--- config.mk ---
export PLATFORM = sky130hd
export DESIGN_NAME = page_ecc_gen
export DESIGN_NICKNAME = d
export VERILOG_FILES = /design/src/rtl/ecc_pkg.sv /design/src/rtl/ecc_term.sv /design/src/rtl/ecc_ctrl.sv /design/src/rtl/page_ecc_gen.sv
export SDC_FILE = /design/constraint.sdc
export NUM_CORES = 1
export LEC_CHECK = 0
export BUFFER_PORTS_ARGS = -buffer_cell sky130_fd_sc_hd__buf_4
export CAP_MARGIN = 30
export CORE_MARGIN = 4
export CORE_UTILIZATION = 61
export DETAILED_ROUTE_END_ITERATION = 6
export GPL_ROUTABILITY_DRIVEN = 0
export PLACE_DENSITY_LB_ADDON = 0.05
export SLEW_MARGIN = 10
export SYNTH_ARGS = -nofsm -noshare
export SYNTH_HDL_FRONTEND = slang
export SYNTH_SLANG_ARGS = --single-unit
--- constraint.sdc ---
create_clock -name clk_i -period 6.7 [get_ports clk_i]
set_clock_uncertainty 0.2 [all_clocks]
set_input_delay 1.005 -clock clk_i [delete_from_list [all_inputs] [get_ports clk_i]]
set_output_delay 1.005 -clock clk_i [all_outputs]
set_load 0.02 [all_outputs]
--- src/rtl/ecc_pkg.sv ---
package ecc_pkg;
  localparam int DATA_W = 8;
  localparam int COL_W  = $clog2(DATA_W);

  // bit positions of a byte whose index bit j equals odd
  function automatic logic [DATA_W-1:0] col_mask(input int j, input logic odd);
    logic [DATA_W-1:0] m;
    for (int b = 0; b < DATA_W; b++) m[b] = (((b >> j) & 1) == int'(odd));
    return m;
  endfunction
endpackage

--- src/rtl/ecc_term.sv ---
module ecc_term
  import ecc_pkg::*;
#(
  parameter int IDX_W  = 9,
  parameter int CODE_W = 2 * IDX_W + 2 * COL_W
) (
  input  logic [DATA_W-1:0] data_i,
  input  logic [IDX_W-1:0]  idx_i,
  output logic [CODE_W-1:0] term_o
);
  logic row;
  assign row = ^data_i;

  for (genvar k = 0; k < IDX_W; k++) begin : g_line
    assign term_o[2*k]   = row & ~idx_i[k];
    assign term_o[2*k+1] = row &  idx_i[k];
  end

  for (genvar j = 0; j < COL_W; j++) begin : g_col
    assign term_o[2*IDX_W+2*j]   = ^(data_i & col_mask(j, 1'b0));
    assign term_o[2*IDX_W+2*j+1] = ^(data_i & col_mask(j, 1'b1));
  end
endmodule

--- src/rtl/ecc_ctrl.sv ---
module ecc_ctrl #(
  parameter int BLK_W = 8,
  parameter int IDX_W = BLK_W + 1
) (
  input  logic             clk_i,
  input  logic             rst_ni,
  input  logic             clr_i,
  input  logic             mode_i,
  input  logic             valid_i,
  output logic             take_o,
  output logic             end_a_o,
  output logic             end_b_o,
  output logic [IDX_W-1:0] idx_o
);
  logic [IDX_W-1:0] cnt_q;
  logic             lock_q;
  logic             blk_last, page_last;

  assign take_o    = valid_i & ~lock_q & ~clr_i;
  assign blk_last  = &cnt_q[BLK_W-1:0];
  assign page_last = &cnt_q;
  assign end_a_o   = take_o & (mode_i ? page_last : (blk_last & ~cnt_q[IDX_W-1]));
  assign end_b_o   = take_o & ~mode_i & page_last;
  assign idx_o     = cnt_q;

  always_ff @(posedge clk_i or negedge rst_ni) begin
    if (!rst_ni) begin
      cnt_q  <= '0;
      lock_q <= 1'b0;
    end else if (clr_i) begin
      cnt_q  <= '0;
      lock_q <= 1'b0;
    end else if (take_o) begin
      cnt_q  <= cnt_q + 1'b1;
      lock_q <= page_last;
    end
  end

  a_r9_idle_holds_pos: assert property (@(posedge clk_i) disable iff (!rst_ni)
    (!valid_i && !clr_i) |=> $stable(cnt_q));
  a_r7_lock_holds_pos: assert property (@(posedge clk_i) disable iff (!rst_ni)
    (lock_q && !clr_i) |=> (lock_q && $stable(cnt_q)));
endmodule

--- src/rtl/page_ecc_gen.sv ---
module page_ecc_gen
  import ecc_pkg::*;
#(
  parameter int BLK_BYTES = 256
) (
  input  logic        clk_i,
  input  logic        rst_ni,
  input  logic        clr_i,
  input  logic        mode_i,
  input  logic        valid_i,
  input  logic [7:0]  data_i,
  output logic [23:0] code_a_o,
  output logic [23:0] code_b_o,
  output logic        done_a_o,
  output logic        done_b_o
);
  localparam int BLK_W  = $clog2(BLK_BYTES);
  localparam int IDX_W  = BLK_W + 1;
  localparam int CODE_W = 2 * IDX_W + 2 * COL_W;
  // line bits that only whole mode uses; padded to one in split mode
  localparam logic [CODE_W-1:0] SPLIT_PAD =
    {{(2*COL_W){1'b0}}, {(2*(IDX_W-BLK_W)){1'b1}}, {(2*BLK_W){1'b0}}};

  logic              take, end_a, end_b;
  logic [IDX_W-1:0]  idx;
  logic [CODE_W-1:0] term, acc_q, acc_nxt, code_nxt;
  logic [CODE_W-1:0] code_a_q, code_b_q;
  logic              done_a_q, done_b_q;

  ecc_ctrl #(.BLK_W(BLK_W), .IDX_W(IDX_W)) u_ctrl (
    .clk_i, .rst_ni, .clr_i, .mode_i, .valid_i,
    .take_o(take), .end_a_o(end_a), .end_b_o(end_b), .idx_o(idx)
  );

  ecc_term #(.IDX_W(IDX_W), .CODE_W(CODE_W)) u_term (
    .data_i(data_i), .idx_i(idx), .term_o(term)
  );

  assign acc_nxt  = acc_q ^ term;
  assign code_nxt = ~acc_nxt | (mode_i ? '0 : SPLIT_PAD);

  always_ff @(posedge clk_i or negedge rst_ni) begin
    if (!rst_ni) begin
      acc_q    <= '0;
      code_a_q <= '1;
      code_b_q <= '1;
      done_a_q <= 1'b0;
      done_b_q <= 1'b0;
    end else if (clr_i) begin
      acc_q    <= '0;
      code_a_q <= '1;
      code_b_q <= '1;
      done_a_q <= 1'b0;
      done_b_q <= 1'b0;
    end else if (take) begin
      acc_q <= (end_a | end_b) ? '0 : acc_nxt;
      if (end_a) begin
        code_a_q <= code_nxt;
        done_a_q <= 1'b1;
      end
      if (end_b) begin
        code_b_q <= code_nxt;
        done_b_q <= 1'b1;
      end
    end
  end

  assign code_a_o = code_a_q;
  assign code_b_o = code_b_q;
  assign done_a_o = done_a_q;
  assign done_b_o = done_b_q;

  a_r8_clr_clears: assert property (@(posedge clk_i) disable iff (!rst_ni)
    clr_i |=> (!done_a_o && !done_b_o && (&code_a_o) && (&code_b_o)));
  a_r5_b_after_a: assert property (@(posedge clk_i) disable iff (!rst_ni)
    done_b_o |-> done_a_o);
  a_r7_codes_frozen: assert property (@(posedge clk_i) disable iff (!rst_ni)
    ((done_b_o || (mode_i && done_a_o)) && !clr_i) |=>
      ($stable(code_a_o) && $stable(code_b_o) && done_a_o));
  a_r4_done_a_on_byte: assert property (@(posedge clk_i) disable iff (!rst_ni)
    $rose(done_a_o) |-> $past(valid_i));
  a_r6_b_idle_whole: assert property (@(posedge clk_i) disable iff (!rst_ni)
    (mode_i && $stable(mode_i) && !done_b_o) |=> !done_b_o);
endmodule

==> results of run 1 <==
## worst paths after layout
| check | slack, ns | end |
|---|---|---|
| min in group asynchronous | 0.38 | acc_q[9] |
| max in group asynchronous | 5.28 | code_a_o[17] |
| setup reg to reg | 3.68 | acc_q[4] |
| hold / removal | 0.31 | code_b_o[19] |
| setup / recovery | 3.68 | acc_q[4] |
| hold reg to reg | 0.31 | code_b_o[19] |
## metal layers
metal,vias to the layer above,share of wire,GRT usage
met5,-,0,0
met4,0,0.0079,0.0653
met3,9,0.056,0.0481
met2,115,0.46,0.362
met1,1693,0.47,0.374
li1,1631,-,-
## Yosys cell counts (7+ instances only)
master and number:
a22oi_1 7, o21a_1 8, nor3_1 17, o211ai_1 9
o31ai_1 32, o21ai_0 23, dfstp_2 48, nand2_1 24
xor2_1 8, a21boi_0 8, clkbuf_1 25, nor4b_1 9
dfrtp_1 36, a21oi_1 38, nor3b_1 8, a211o_1 10
nand4_1 10, buf_2 8, nor2_1 28, xnor2_1 16
## registers in the layout, summed over array words and instances (netlist names)
register       cells
u_ctrl.idx_o       9
code_a_o          24
u_ctrl.lock_q      1
done_a_o           1
acc_q             24
code_b_o          24
done_b_o           1
## kinds of logic (layout without fill, tap and decap cells)
family	after synthesis	count (layout)	share of synthesized area
compound gates	145	145	0.224
buf+inv	43	90	0.0464
mux	1	1	0.00235
xor+xnor	28	28	0.0646
flops	84	84	0.508
simple gates	116	116	0.146
fa+ha+maj	3	3	0.00881
## worst register-to-register path: stages, from the launching register on
cell	delay [ns]
dfrtp_1	0.55
ha_1	0.33
nand2_1	0.07
nor2_1	0.06
ha_1	0.26
or4_1	0.85
or4_1	0.53
nand3_1	0.10
## metrics by stage
stage | area, sq um | util
finish | 4960 | 0.731
global route | 4960 | 0.731
CTS | 4960 | 0.731
detailed placement | 4780 | 0.704
global placement | 4710 | 0.693
floorplan | 4260 | -
## power by group
part           total [mW]  leakage (nW)  switching (mW)  internal [mW]
Combinational       0.244         0.930           0.154         0.0895
Sequential          0.572         0.994          0.0319          0.540
Clock               0.336        0.0965           0.171          0.165
## area by class of cell
| class | instances | area (sq um) | area share |
|---|---|---|---|
| clock buffer | 14 | 173 | 0.0348 |
| sequential | 84 | 2160 | 0.435 |
| inverter | 5 | 18.8 | 0.00378 |
| timing repair buffer | 69 | 562 | 0.113 |
| tap | 96 | 120 | 0.0242 |
| multi-input combinational | 293 | 1920 | 0.387 |
| clock inverter | 2 | 10.0 | 0.00202 |
==> results.sh, run 1 <==
export IMPL_fmax_mhz=331
export IMPL_p_per_area_nw_per_um2=232
export IMPL_areaGrowthSynthToFinish_pct=16.6
export IMPL_crit_buf_inv=0
export IMPL_crit_required_ns=6.78
export IMPL_path_class="flop to flop"
export IMPL_syn_nets=436
export IMPL_antenna_found_initial=0
export IMPL_vias=3448
export IMPL_die_w_microns=91.6
export IMPL_avgSynthCellArea_sq_um=10.1
export IMPL_yosys_warnings=0
export IMPL_leakagePower_nw=2.02
export IMPL_slew_viol_final=0
export IMPL_synth_ff_type="dfstp_2"
export IMPL_ir_worst_vdd_v=0.000151
export IMPL_slowest_delay_ns=0.85
export IMPL_cpLargestDelayFamily="simple AND/OR/NAND/NOR gates"
export IMPL_numCtsBuffers=9
export IMPL_relSlewSlack=0.497
export IMPL_first_iter_violations=225
export IMPL_nNetsFinal=478
export IMPL_synth_cell_types=44
export IMPL_die_h_microns=91.6
export IMPL_hold_violations=0
export IMPL_via_per_inst=6.12
export IMPL_placementRows=30
export IMPL_portBuffers=62
export IMPL_synth_area_leaders="dfstp_2 (30%), dfrtp_1 (21%), o31ai_1 (5.6%)"
export IMPL_place_inst=547
export IMPL_cp_max_fo=16
export IMPL_layout_commonest_cell="buf_4"
export IMPL_cts_sinks=84
export IMPL_clk_pin_slew_ns=0.07
export IMPL_die_area_sq_um=8380
export IMPL_worstPathCellList="ha_1 > nand2_1 > nor2_1 > ha_1 > or4_1 > or4_1 > nand3_1"
export IMPL_slowest_stage="or4_1"
export IMPL_ys_seq_elements=84
export IMPL_wire_per_inst_microns=17.2
export IMPL_yosysTopAreaCell="dfstp_2"
export IMPL_drive_gt1_frac=0.293
export IMPL_diodes=0
export IMPL_critical_path_startpoint="u_ctrl.idx_o[0]"
export IMPL_max_cap_viol_count=0
export IMPL_fillers=516
export IMPL_tightest_slew_ns=0.753
export IMPL_wl_microns=9680
export IMPL_synth_edf_count=0
export IMPL_r2r_start="u_ctrl.idx_o[0]"
export IMPL_cts_tree="built"
export IMPL_tns_ns=0
export IMPL_finalPower_mw=1.15
export IMPL_cts_hold_buffers=0
export IMPL_startpoint_type="flop"
export IMPL_synth_top_area_frac=0.296
export IMPL_grt_max_degree=64
export IMPL_clk_path_buf_depth=2
export IMPL_htreeDepth=3
export IMPL_hold_path_class="flop to flop"
export IMPL_worstHoldPathCells=2
export IMPL_grt_pass1_wl_microns=16600
export IMPL_yosysSeqAreaShare=0.508
export IMPL_rr_worst_depth=7
export IMPL_ant_nets=0
export IMPL_grt_usage=0.246
export IMPL_finalSetupViolCount=0
export IMPL_netlist_area_sq_um=4260
export IMPL_min_from="code_b_o[19]"
export IMPL_grt_pass1_vias=3228
export IMPL_setup_ws_ns=3.68
export IMPL_rsz0062_at_grt="no"
export IMPL_drc=0
export IMPL_initial_core_util=0.627
export IMPL_outcome="finished, final reports clean"
export IMPL_dp_worst_setup_slack_ns=3.56
export IMPL_final_cell_mix="buf_4 (65), dfstp_2 (48), a21oi_1 (38), dfrtp_1 (36), o31ai_1 (32)"
export IMPL_cp_num_cells=7
export IMPL_fin_hold_ws_ns=0.306
export IMPL_hpwl_microns=6310
export IMPL_async_reset_ff_frac=1.00
export IMPL_insertion_delay_ns=0.35
export IMPL_overflow=0
export IMPL_cts_resized=0
export IMPL_period_minus_slack_ns=3.02
export IMPL_layout_cells_non_filler=563
export IMPL_crit_path_end_kind="flop"
export IMPL_fp_coreArea_sq_um=6790
export IMPL_drt_pass1_iter_count=5
export IMPL_cts_setup_buffers=0
export IMPL_syn_inst=420
export IMPL_arrival_ns=3.10
export IMPL_clockRootBuffer="clkbuf_8"
export IMPL_io_pins=63
export IMPL_period_share=0.451
No activity file was read; power rests on OpenSTA's default activity.
==> run 2, diff against run 1 <==
--- a/config.mk
+++ b/config.mk
@@ -8,7 +8,7 @@
 export BUFFER_PORTS_ARGS = -buffer_cell sky130_fd_sc_hd__buf_4
 export CAP_MARGIN = 30
 export CORE_MARGIN = 4
-export CORE_UTILIZATION = 61
+export CORE_UTILIZATION = 57
 export DETAILED_ROUTE_END_ITERATION = 6
 export GPL_ROUTABILITY_DRIVEN = 0
 export PLACE_DENSITY_LB_ADDON = 0.05
==> constraint.sdc (replaced) <==
create_clock -name clk_i -period 2.91 [get_ports clk_i]
set_clock_uncertainty 0.2 [all_clocks]
set_input_delay 0.4365 -clock clk_i [delete_from_list [all_inputs] [get_ports clk_i]]
set_output_delay 0.4365 -clock clk_i [all_outputs]
set_load 0.02 [all_outputs]
==> run 2 against run 1 <==
Against the previous run:
- critical path depth is 2 higher
- flip-flop and latch count stayed put
- combinational power increased by 130%
- cell count is 2.8% higher
- global-route usage fell by 1.4 points
- via count shrank 0.99%
- design area is 2.2% higher
- fmax is 14% higher
- routed wire length up 0.63%
- first-iteration DRC count increased by 19%
- largest cell class unchanged
==> results.sh, run 2 (synthesis gave the netlist of run 1 again) <==
export IMPL_max_cap_viol_count=0
export IMPL_layout_commonest_cell="buf_4"
export IMPL_drive_gt1_frac=0.308
export IMPL_grt_usage=0.232
export IMPL_die_area_sq_um=8920
export IMPL_fin_hold_ws_ns=0.148
export IMPL_p_seq_frac=0.475
export IMPL_grt_pass1_wl_microns=16200
export IMPL_hold_violations=0
export IMPL_p_comb_frac=0.206
export IMPL_relSlewSlack=0.385
export IMPL_fillers=564
export IMPL_period_share=0.906
export IMPL_top_layer_used="met4"
export IMPL_overflow=0
export IMPL_grt_max_degree=62
export IMPL_drt_met1_wl_microns=4720
export IMPL_hold_path_class="primary input to flop"
export IMPL_final_cell_mix="buf_4 (80), dfstp_2 (48), a21oi_1 (38), dfrtp_1 (36), o31ai_1 (32)"
export IMPL_critical_path_startpoint="u_ctrl.idx_o[2]"
export IMPL_cts_sinks=84
export IMPL_intPower_mw=1.93
export IMPL_cts_setup_buffers=0
export IMPL_vias=3414
export IMPL_tightest_slew_ns=0.918
export IMPL_ant_nets=0
export IMPL_setup_ws_ns=0.272
export IMPL_drc=0
export IMPL_crit_path_end_kind="flop"
export IMPL_p_per_area_nw_per_um2=543
export IMPL_tns_ns=0
export IMPL_dr_wl_met2_microns=4420
export IMPL_pwr_share_clk=0.318
export IMPL_via_per_inst=5.90
export IMPL_outcome="finished, final reports clean"
export IMPL_cts_tree="built"
export IMPL_wire_per_inst_microns=16.8
export IMPL_portBuffers=62
export IMPL_fp_coreArea_sq_um=7250
export IMPL_finalPower_mw=2.76
export IMPL_r2r_slack_ns=0.27
export IMPL_wl_microns=9740
export IMPL_path_class="flop to flop"
export IMPL_leakagePower_nw=2.09
export IMPL_fmax_mhz=379
export IMPL_finalSetupViolCount=0
export IMPL_startpoint_type="flop"
export IMPL_initial_core_util=0.587
export IMPL_placementRows=31
export IMPL_die_w_microns=94.4
export IMPL_hpwl_microns=6590
export IMPL_drt_pass1_iter_count=5
export IMPL_r2r_start="u_ctrl.idx_o[2]"
export IMPL_p_sw_uw=826
export IMPL_areaGrowthSynthToFinish_pct=19.2
export IMPL_insertion_delay_ns=0.35
export IMPL_grt_pass1_vias=3296
export IMPL_timing_rr_end="acc_q[5]"
export IMPL_antenna_found_initial=0
export IMPL_period_minus_slack_ns=2.64
export IMPL_p_sw_frac=0.300
export IMPL_nNetsFinal=492
export IMPL_clockRootBuffer="clkbuf_8"
export IMPL_arrival_ns=2.72
export IMPL_first_iter_violations=267
export IMPL_rsz0062_at_grt="no"
export IMPL_diodes=0
export IMPL_dp_worst_setup_slack_ns=0.304
export IMPL_slew_viol_final=0
export IMPL_io_pins=63
export IMPL_die_h_microns=94.4
export IMPL_clk_path_buf_depth=2
export IMPL_cts_resized=0
export IMPL_crit_end="acc_q[5]"
export IMPL_clk_pin_slew_ns=0.08
export IMPL_htreeDepth=3
export IMPL_cp_max_fo=16
export IMPL_wl_met3_microns=485
export IMPL_rr_worst_depth=9
export IMPL_ir_worst_vdd_v=0.000355
export IMPL_numCtsBuffers=9
export IMPL_crit_required_ns=3.00
[run 2: cell count changes in the layout (fill, tap and decap cells not counted), sizes merged]
cell / before / now
clkinv: 2 / 1
dlygate4sd3: 0 / 1
bufinv: 0 / 2
buf: 69 / 82
clkbuf: 14 / 12
[run 2: worst min-delay path by stage]
stage                       startpoint       endpoint  slack (ns)  cells past startpoint
after detailed placement  code_b_o[19]   code_b_o[19]        0.29                      2
after global placement    code_b_o[21]   code_b_o[21]        0.29                      2
after global routing           valid_i  u_ctrl.lock_q        0.14                      3
after CTS                      valid_i  u_ctrl.lock_q        0.14                      3
final                          valid_i  u_ctrl.lock_q        0.15                      3
after floorplan                 rst_ni       acc_q[0]       -0.06                      0
[run 2: repair_timing]
item,4_1_cts,5_1_grt
hold endpoints to repair,36,0
setup endpoints to repair,0,0
hold buffers,1,0
[run 2: final cells by class]
type	instances	area, sq um	area share
multi-input cells	293	1920	0.378
inverters	5	18.8	0.00370
clock inverters	3	65.1	0.0128
clock buffers	12	135	0.0266
flip-flops and latches	84	2160	0.426
repair buffers	83	651	0.128
well taps	99	124	0.0244
[run 2: critical path, stage by stage, from the launching register on]
cell and delay [ns]:
dfrtp_1 0.38, and3_1 0.21, nand3_1 0.11, nor2_1 0.07, ha_1 0.26, nor4_4 0.75, buf_4 0.28, nand2_1 0.07
a21oi_1 0.12, a211o_1 0.11
[run 2: through the flow]
stage	cell area (sq um)	cells	util
after global placement	4860	563	0.671
after global routing	5070	579	0.700
after floorplan	4260	420	-
after detailed placement	4860	563	0.671
final	5070	579	0.700
after CTS	5070	579	0.700
[run 2: routing by layer]
| metal | GRT usage | vias to the layer above |
|---|---|---|
| met5 | 0 | - |
| met4 | 0.0758 | 0 |
| met3 | 0.0430 | 8 |
| met2 | 0.348 | 97 |
| met1 | 0.342 | 1659 |
| li1 | - | 1650 |
[run 2: power by group through the flow]
stage | Combinational (mW) | Clock [mW] | Sequential (mW)
floorplan | 0.400 | 0 | 1.33
finish | 0.568 | 0.877 | 1.31
global placement | 0.553 | 0 | 1.32
CTS | 0.570 | 0.898 | 1.31
global route | 0.627 | 0.958 | 1.32
detailed placement | 0.565 | 0 | 1.33
